`config.mk`:
```
export PLATFORM = sky130hd
export DESIGN_NAME = mw_master
export DESIGN_NICKNAME = d
export VERILOG_FILES = /design/src/rtl/mw_pkg.sv /design/src/rtl/mw_sclk_gen.sv /design/src/rtl/mw_shifter.sv /design/src/rtl/mw_seq_ctrl.sv /design/src/rtl/mw_master.sv
export SDC_FILE = /design/constraint.sdc
export NUM_CORES = 1
export LEC_CHECK = 0
export ABC_AREA = 1
export ABC_CLOCK_PERIOD_IN_PS = 4400
export CAP_MARGIN = 20
export CORE_ASPECT_RATIO = 0.8
export CORE_MARGIN = 1.5
export CORE_UTILIZATION = 32
export DETAILED_ROUTE_END_ITERATION = 10
export PLACE_DENSITY = 0.49
export SETUP_SLACK_MARGIN = 0.15
export SLEW_MARGIN = 20
export SYNTH_ARGS = -nofsm -noshare
export SYNTH_HDL_FRONTEND = slang
export SYNTH_SLANG_ARGS = --single-unit
```
`constraint.sdc`:
```
create_clock -name clk -period 4.4 [get_ports clk]
set_input_delay 0.88 -clock clk [delete_from_list [all_inputs] [get_ports clk]]
set_output_delay 0.88 -clock clk [all_outputs]
set_load 0.005 [all_outputs]
```
`src/rtl/mw_pkg.sv`:
```
// Shared types for the Microwire master: the transfer sequencer state.
package mw_pkg;
    typedef enum logic [2:0] {
        ST_IDLE   = 3'd0,
        ST_CTRL   = 3'd1,
        ST_HSWAIT = 3'd2,
        ST_LOADD  = 3'd3,
        ST_DATA   = 3'd4,
        ST_GAP    = 3'd5
    } mw_state_t;
endpackage

```
`src/rtl/mw_sclk_gen.sv`:
```
// Serial clock generator. While run is high, sclk toggles every HALF_DIV
// clock cycles, starting low. rise_evt and fall_evt flag the cycle whose
// closing edge makes sclk rise or fall. Assumes run drops only while sclk is low.
module mw_sclk_gen #(
    parameter int HALF_DIV = 2
) (
    input  logic clk,
    input  logic rst_n,
    input  logic run,
    output logic sclk,
    output logic rise_evt,
    output logic fall_evt
);
    localparam int CNT_W = (HALF_DIV > 1) ? $clog2(HALF_DIV) : 1;
    localparam logic [CNT_W-1:0] LAST = CNT_W'(HALF_DIV - 1);

    logic [CNT_W-1:0] cnt_q;
    logic             wrap;

    assign wrap     = run && (cnt_q == LAST);
    assign rise_evt = wrap && !sclk;
    assign fall_evt = wrap && sclk;

    // Divide the system clock and toggle sclk at each phase end.
    always_ff @(posedge clk) begin
        if (!rst_n || !run) begin
            cnt_q <= '0;
            sclk  <= 1'b0;
        end else if (wrap) begin
            cnt_q <= '0;
            sclk  <= ~sclk;
        end else begin
            cnt_q <= cnt_q + 1'b1;
        end
    end
endmodule

```
`src/rtl/mw_shifter.sv`:
```
// Frame shifter. Loads a control word (CTRL_W bits) or a data word (DATA_W
// bits) left-aligned, presents the MSB on msb, shifts on falling events and
// samples sdi into a receive register on rising events. frame_done flags
// the falling event that ends the last bit of the frame.
module mw_shifter #(
    parameter int CTRL_W = 8,
    parameter int DATA_W = 16,
    parameter int WORD_W = 16
) (
    input  logic              clk,
    input  logic              rst_n,
    input  logic              load,
    input  logic              load_ctrl,
    input  logic [WORD_W-1:0] load_word,
    input  logic              rise_evt,
    input  logic              fall_evt,
    input  logic              sdi,
    output logic              msb,
    output logic              frame_done,
    output logic [DATA_W-1:0] rx_word
);
    localparam int BC_W = (WORD_W > 1) ? $clog2(WORD_W) : 1;

    logic [WORD_W-1:0] sreg_q;
    logic [BC_W-1:0]   bcnt_q;
    logic [DATA_W-1:0] rreg_q;

    assign msb        = sreg_q[WORD_W-1];
    assign frame_done = fall_evt && (bcnt_q == '0);
    assign rx_word    = rreg_q;

    // Load a new frame, or shift out one bit per falling event.
    always_ff @(posedge clk) begin
        if (!rst_n) begin
            sreg_q <= '0;
            bcnt_q <= '0;
        end else if (load) begin
            if (load_ctrl) begin
                sreg_q <= WORD_W'(load_word[CTRL_W-1:0]) << (WORD_W - CTRL_W);
                bcnt_q <= BC_W'(CTRL_W - 1);
            end else begin
                sreg_q <= WORD_W'(load_word[DATA_W-1:0]) << (WORD_W - DATA_W);
                bcnt_q <= BC_W'(DATA_W - 1);
            end
        end else if (fall_evt && (bcnt_q != '0)) begin
            sreg_q <= sreg_q << 1;
            bcnt_q <= bcnt_q - 1'b1;
        end
    end

    // Capture sdi on each rising event, MSB first.
    always_ff @(posedge clk) begin
        if (!rst_n) begin
            rreg_q <= '0;
        end else if (rise_evt) begin
            rreg_q <= {rreg_q[DATA_W-2:0], sdi};
        end
    end
endmodule

```
`src/rtl/mw_seq_ctrl.sv`:
```
// Transfer sequencer. Starts a selection when the slave is enabled and the
// FIFO holds a word, runs a control frame, optionally waits for slave_rdy,
// then runs data frames. Direction and mode decide whether to chain, repeat
// or end. Assumes configuration inputs are static while a transfer runs.
module mw_seq_ctrl
    import mw_pkg::*;
#(
    parameter int LEN_W = 4
) (
    input  logic             clk,
    input  logic             rst_n,
    input  logic             slave_en,
    input  logic             tx_empty,
    input  logic             dir_tx,
    input  logic             seq_mode,
    input  logic             hs_en,
    input  logic             slave_rdy,
    input  logic [LEN_W-1:0] rx_len_m1,
    input  logic             frame_done,
    output mw_state_t        st,
    output logic             tx_pop,
    output logic             load,
    output logic             load_ctrl,
    output logic             run,
    output logic             take
);
    mw_state_t        st_q, st_d;
    logic [LEN_W-1:0] fcnt_q;
    logic             cnt_clr, cnt_inc;

    assign st  = st_q;
    assign run = (st_q == ST_CTRL) || (st_q == ST_DATA);

    // Next-state and strobe decode.
    always_comb begin
        st_d      = st_q;
        tx_pop    = 1'b0;
        load      = 1'b0;
        load_ctrl = 1'b0;
        take      = 1'b0;
        cnt_clr   = 1'b0;
        cnt_inc   = 1'b0;
        case (st_q)
            ST_IDLE: begin
                if (slave_en && !tx_empty) begin
                    tx_pop    = 1'b1;
                    load      = 1'b1;
                    load_ctrl = 1'b1;
                    st_d      = ST_CTRL;
                end
            end
            ST_CTRL: begin
                if (frame_done) st_d = hs_en ? ST_HSWAIT : ST_LOADD;
            end
            ST_HSWAIT: begin
                if (slave_rdy) st_d = ST_LOADD;
            end
            ST_LOADD: begin
                if (!dir_tx) begin
                    load    = 1'b1;
                    cnt_clr = 1'b1;
                    st_d    = ST_DATA;
                end else if (!tx_empty) begin
                    tx_pop = 1'b1;
                    load   = 1'b1;
                    st_d   = ST_DATA;
                end
            end
            ST_DATA: begin
                if (frame_done) begin
                    if (dir_tx) begin
                        if (!tx_empty) begin
                            tx_pop    = 1'b1;
                            load      = 1'b1;
                            load_ctrl = 1'b1;
                            st_d      = ST_CTRL;
                        end else begin
                            st_d = ST_GAP;
                        end
                    end else begin
                        take = 1'b1;
                        if (seq_mode && (fcnt_q != rx_len_m1)) begin
                            load    = 1'b1;
                            cnt_inc = 1'b1;
                        end else begin
                            st_d = ST_GAP;
                        end
                    end
                end
            end
            ST_GAP:  st_d = ST_IDLE;
            default: st_d = ST_IDLE;
        endcase
    end

    // State register.
    always_ff @(posedge clk) begin
        if (!rst_n) st_q <= ST_IDLE;
        else        st_q <= st_d;
    end

    // Count received frames within a sequential selection.
    always_ff @(posedge clk) begin
        if (!rst_n || cnt_clr) fcnt_q <= '0;
        else if (cnt_inc)      fcnt_q <= fcnt_q + 1'b1;
    end
endmodule

```
`src/rtl/mw_master.sv`:
```
// Microwire master top. Ties the sequencer, clock generator and shifter
// together, forms select, busy and sdo from the sequencer state, and
// registers received words toward the receive FIFO. Assumes tx_data is the
// show-ahead head of the transmit FIFO and sdi/slave_rdy are synchronous.
module mw_master
    import mw_pkg::*;
#(
    parameter  int CTRL_W   = 8,
    parameter  int DATA_W   = 16,
    parameter  int HALF_DIV = 2,
    parameter  int LEN_W    = 4,
    localparam int WORD_W   = (CTRL_W > DATA_W) ? CTRL_W : DATA_W
) (
    input  logic              clk,
    input  logic              rst_n,
    input  logic              slave_en,
    input  logic              hs_en,
    input  logic              dir_tx,
    input  logic              seq_mode,
    input  logic [LEN_W-1:0]  rx_len_m1,
    input  logic [WORD_W-1:0] tx_data,
    input  logic              tx_empty,
    output logic              tx_pop,
    output logic [DATA_W-1:0] rx_data,
    output logic              rx_push,
    output logic              ss_n,
    output logic              sclk,
    output logic              sdo,
    input  logic              sdi,
    input  logic              slave_rdy,
    output logic              busy
);
    mw_state_t         st;
    logic              load, load_ctrl, run, take;
    logic              rise_evt, fall_evt, frame_done, msb;
    logic [WORD_W-1:0] ld_word;
    logic [DATA_W-1:0] rx_word;

    mw_seq_ctrl #(.LEN_W(LEN_W)) u_ctrl (
        .clk(clk), .rst_n(rst_n), .slave_en(slave_en), .tx_empty(tx_empty),
        .dir_tx(dir_tx), .seq_mode(seq_mode), .hs_en(hs_en),
        .slave_rdy(slave_rdy), .rx_len_m1(rx_len_m1),
        .frame_done(frame_done), .st(st), .tx_pop(tx_pop), .load(load),
        .load_ctrl(load_ctrl), .run(run), .take(take)
    );

    mw_sclk_gen #(.HALF_DIV(HALF_DIV)) u_clk (
        .clk(clk), .rst_n(rst_n), .run(run), .sclk(sclk),
        .rise_evt(rise_evt), .fall_evt(fall_evt)
    );

    mw_shifter #(.CTRL_W(CTRL_W), .DATA_W(DATA_W), .WORD_W(WORD_W)) u_shift (
        .clk(clk), .rst_n(rst_n), .load(load), .load_ctrl(load_ctrl),
        .load_word(ld_word), .rise_evt(rise_evt), .fall_evt(fall_evt),
        .sdi(sdi), .msb(msb), .frame_done(frame_done), .rx_word(rx_word)
    );

    // Receive data frames shift out zeros; others take the FIFO head.
    assign ld_word = (load_ctrl || dir_tx) ? tx_data : '0;

    assign ss_n = !((st == ST_CTRL) || (st == ST_HSWAIT) ||
                    (st == ST_LOADD) || (st == ST_DATA));
    assign busy = (st != ST_IDLE);
    assign sdo  = msb && ((st == ST_CTRL) || ((st == ST_DATA) && dir_tx));

    // Register each completed receive word toward the receive FIFO.
    always_ff @(posedge clk) begin
        if (!rst_n) begin
            rx_push <= 1'b0;
            rx_data <= '0;
        end else begin
            rx_push <= take;
            if (take) rx_data <= rx_word;
        end
    end
endmodule

```
==> flow_summary.yaml <==
critical_path:
  slowest_delay_ns: 0.55
  startpoint_type: "input pin"
  crit_fanout: 9
  critical-path-slowest-cell: "clkdlybuf4s50_1"
  arrival_ns: 2.72
  r2r_slack_ns: 1.93
  endpoint_kind: "output pin"
  path_cells: "clkdlybuf4s50_1 -> inv_1 -> nand2_1 -> nor2_1 -> inv_1 -> o21bai_4 -> inv_2 -> o21ai_0 -> clkdlybuf4s50_1"
  cp.required_ns: 3.52
  worstReg2RegStart: "u_shift.bcnt_q[0]$_SDFFE_PN0P_"
  critical_path_class: "in -> out"
  r2r_end: "u_shift.sreg_q[5]$_SDFFE_PN0P_"
  rr_worst_depth: 12
  crit_end: "tx_pop"
  startpoint: "tx_empty"
die:
  fp.dieH_um: 91.26
  initial_core_util_pct: 33.61
  die_area_um2: 10340
  rows: 31
  core-area_um2: 9270
  die_x_um: 113.3
  io_pins: 51
clocking:
  clock_sinks: 62
  cts_resized: 0
  clk_path_buf_depth: 2
  worstSkewPairLatency_ns: 0.32
  ctsHoldBuffers: 0
  cts-root-buf: "clkbuf_16"
  postCtsSetupBuffers: 0
  numCtsBuffers: 9
  cts_max_level: 3
  cts_tree: "built"
  path_clk_slew_ns: 0.05
logic_synthesis:
  yosysUniqueCellTypes: 28
  syn_inst: 459
  synthesis.nets: 491
  yosysWarnings: 0
  synth.avg_cell_area_um2: 6.788
  synth_seq_cells: 62
  synth_top_area_share_pct: 39.84
  synth_common_cells: "106 x nand2_1, 63 x inv_1, 62 x dfxtp_1"
  synthMuxAreaShare_pct: 0
  synth_compound_area_share_pct: 16.27
  synth_largest_area_cell: "dfxtp_1"
  synthSimpleGateAreaFrac_pct: 29.32
  synth_area_leaders: "dfxtp_1 40%, nand2_1 13%, a21oi_1 8.4%"
  synth-async-reset-ratio_pct: 0
  synth-adder-area-share_pct: 1.205
  synth_top_family_by_area: "simple AND/OR/NAND/NOR gates"
  synth-edff-count: 0
  synth.most_common_cell: "nand2_1"
  netlist_area_um2: 3115
  synth_ff_type: "dfxtp_1"
  synth_seq_area_share_pct: 39.84
  synth_xor_area_share_pct: 1.124
timing:
  grt_setup_unrepaired: "false"
  report.final.slew_viol_count: 0
  timing.final.ws_setup_ns: 0.8042
  max_clock_freq_mhz: 278.1
  worstMarginPinSlew_ns: 1.021
  timing.final.hold_violations: 0
  post-route-period-util_pct: 81.72
  finalSetupTns_ns: 0
  setup_viol: 0
  fin_crit_ns: 3.596
  slew-limit-headroom_pct: 31.92
  clock_skew_ns: 0.009039
drt:
  vias: 2925
  viasPerCell: 4.718
  drt_iter0_drc: 113
  drt-total-wl_um: 7609
  drt-pass1-iter-count: 4
  post_drt_wl_per_cell_um: 12.27
  postRouteAntennaNets: 0
  drcViolationCount: 0
placed_design:
  gp_congestion: 0.8072
  dp.cells: 605
  pre_cts_ws_ns: 0.8108
  hpwl_um: 5099
  port-buffer-count: 50
layout:
  n_antenna_cell: 0
  nets: 533
  instances_no_fill: 620
  area_growth_pct: 27.75
  drive_above_1_share_pct: 7.723
  fill_cells: 967
global_routing:
  grt_pass1_vias: 2759
  grt_pass1_wl_um: 12680
  gr-total-overflow: 0
  track_usage_pct: 15.25
  grt_max_degree: 47
  antenna_found_initial: 0
run:
  drv_cap: 0
worst_hold_path:
  hp-class: "reg -> reg"
pwr:
  p_leak_nw: 1.770
  power_density_nw_per_um2: 494.9
  ir_drop_uv: 163.1
run_status:
  status: "finished clean"
==> layout by cell type (no fill, tap or decap), types with 2 or more instances in the layout <==
| cell type | instances |
|---|---|
| buf_4 | 5 |
| nand4_1 | 19 |
| inv_2 | 5 |
| dfxtp_1 | 62 |
| nor2_1 | 30 |
| nor3_1 | 3 |
| nor2_4 | 3 |
| clkdlybuf4s50_1 | 50 |
| nand2_1 | 106 |
| o21ai_0 | 31 |
| nand2_2 | 3 |
| inv_1 | 63 |
| ha_1 | 3 |
| clkbuf_16 | 9 |
| nand3_1 | 30 |
| xor2_1 | 3 |
| nor2_2 | 3 |
| nand3_2 | 2 |
| o21ai_1 | 11 |
| a21oi_1 | 52 |
| clkbuf_8 | 3 |
==> final cells by class <==
type	instances	area (um2)	area share, %
inverter	68	255.2	6.413
timing repair buffer	55	538.0	13.52
sequential	62	1241	31.19
tap	115	143.9	3.615
multi-input combinational	305	1493	37.50
clock inverter	3	42.54	1.069
clock buffer	12	266.5	6.696
==> cell families (layout without fill, tap and decap cells) <==
logic type                 count (synthesis)  count (layout)
DFF                                       62              62
buffers and inverters                     92             138
adders and majority gates                  3               3
and+or+nand+nor                          201             201
xor gates and xnor gates                   4               4
AOI/OAI and AO/OA                         97              97
==> registers in the layout, summed over array words and instances, names as in the netlist <==
name             flops
rx_push              1
u_shift.bcnt_q       4
rx_data             16
u_clk.sclk           1
u_ctrl.fcnt_q        4
u_ctrl.st            3
u_shift.sreg_q      16
u_clk.cnt_q          1
u_shift.rx_word     16
==> worst min path at each step <==
stage,start,endpoint,slack [ns],depth (start not counted)
6_report,u_shift.rx_word[15]$_SDFFE_PN0P_,rx_data[15]$_SDFFE_PN0P_,0.45,2
5_1_grt,u_shift.rx_word[15]$_SDFFE_PN0P_,rx_data[15]$_SDFFE_PN0P_,0.48,2
4_1_cts,u_shift.rx_word[15]$_SDFFE_PN0P_,rx_data[15]$_SDFFE_PN0P_,0.46,2
3_5_place_dp,u_shift.rx_word[15]$_SDFFE_PN0P_,rx_data[15]$_SDFFE_PN0P_,0.45,2
3_3_place_gp,u_shift.rx_word[15]$_SDFFE_PN0P_,u_shift.rx_word[15]$_SDFFE_PN0P_,0.45,2
2_1_floorplan,u_shift.rx_word[15]$_SDFFE_PN0P_,rx_data[15]$_SDFFE_PN0P_,0.43,2
==> stage by stage <==
step	total power, W	instance area, um2	hold WS [ns]	utilization, %
after floorplan	0.001123	3115	0.4298	-
after global placement	0.001252	3671	0.4450	39.60
after detailed placement	0.001255	3671	0.4502	39.60
after CTS	0.001992	3980	0.4567	42.93
after global routing	0.002103	3980	0.4820	42.93
final	0.001970	3980	0.4539	42.93
==> worst max-delay path, delay by kind of cell <==
kind                   cells  cell delay (ns)
buffers and inverters      5             1.23
AO/OA/AOI/OAI              2             0.35
AND/OR/NAND/NOR            2             0.24
==> per-layer routing <==
layer	vias to the layer above	global-route usage [%]	part of all wire, %
met5	-	0	0
met4	0	4.063	0.55
met3	2	4.673	3.1
met2	39	24.44	46
met1	1327	19.92	51
li1	1557	-	-
==> report_power, final <==
group	total [W]	internal [W]	switching [W]	leakage, nW
sequential	0.000722	0.000659	0.0000632	0.503
clock	0.000720	0.000480	0.000239	0.151
combinational	0.000528	0.000214	0.000314	1.12
No activity file was read; power rests on OpenSTA's default activity.
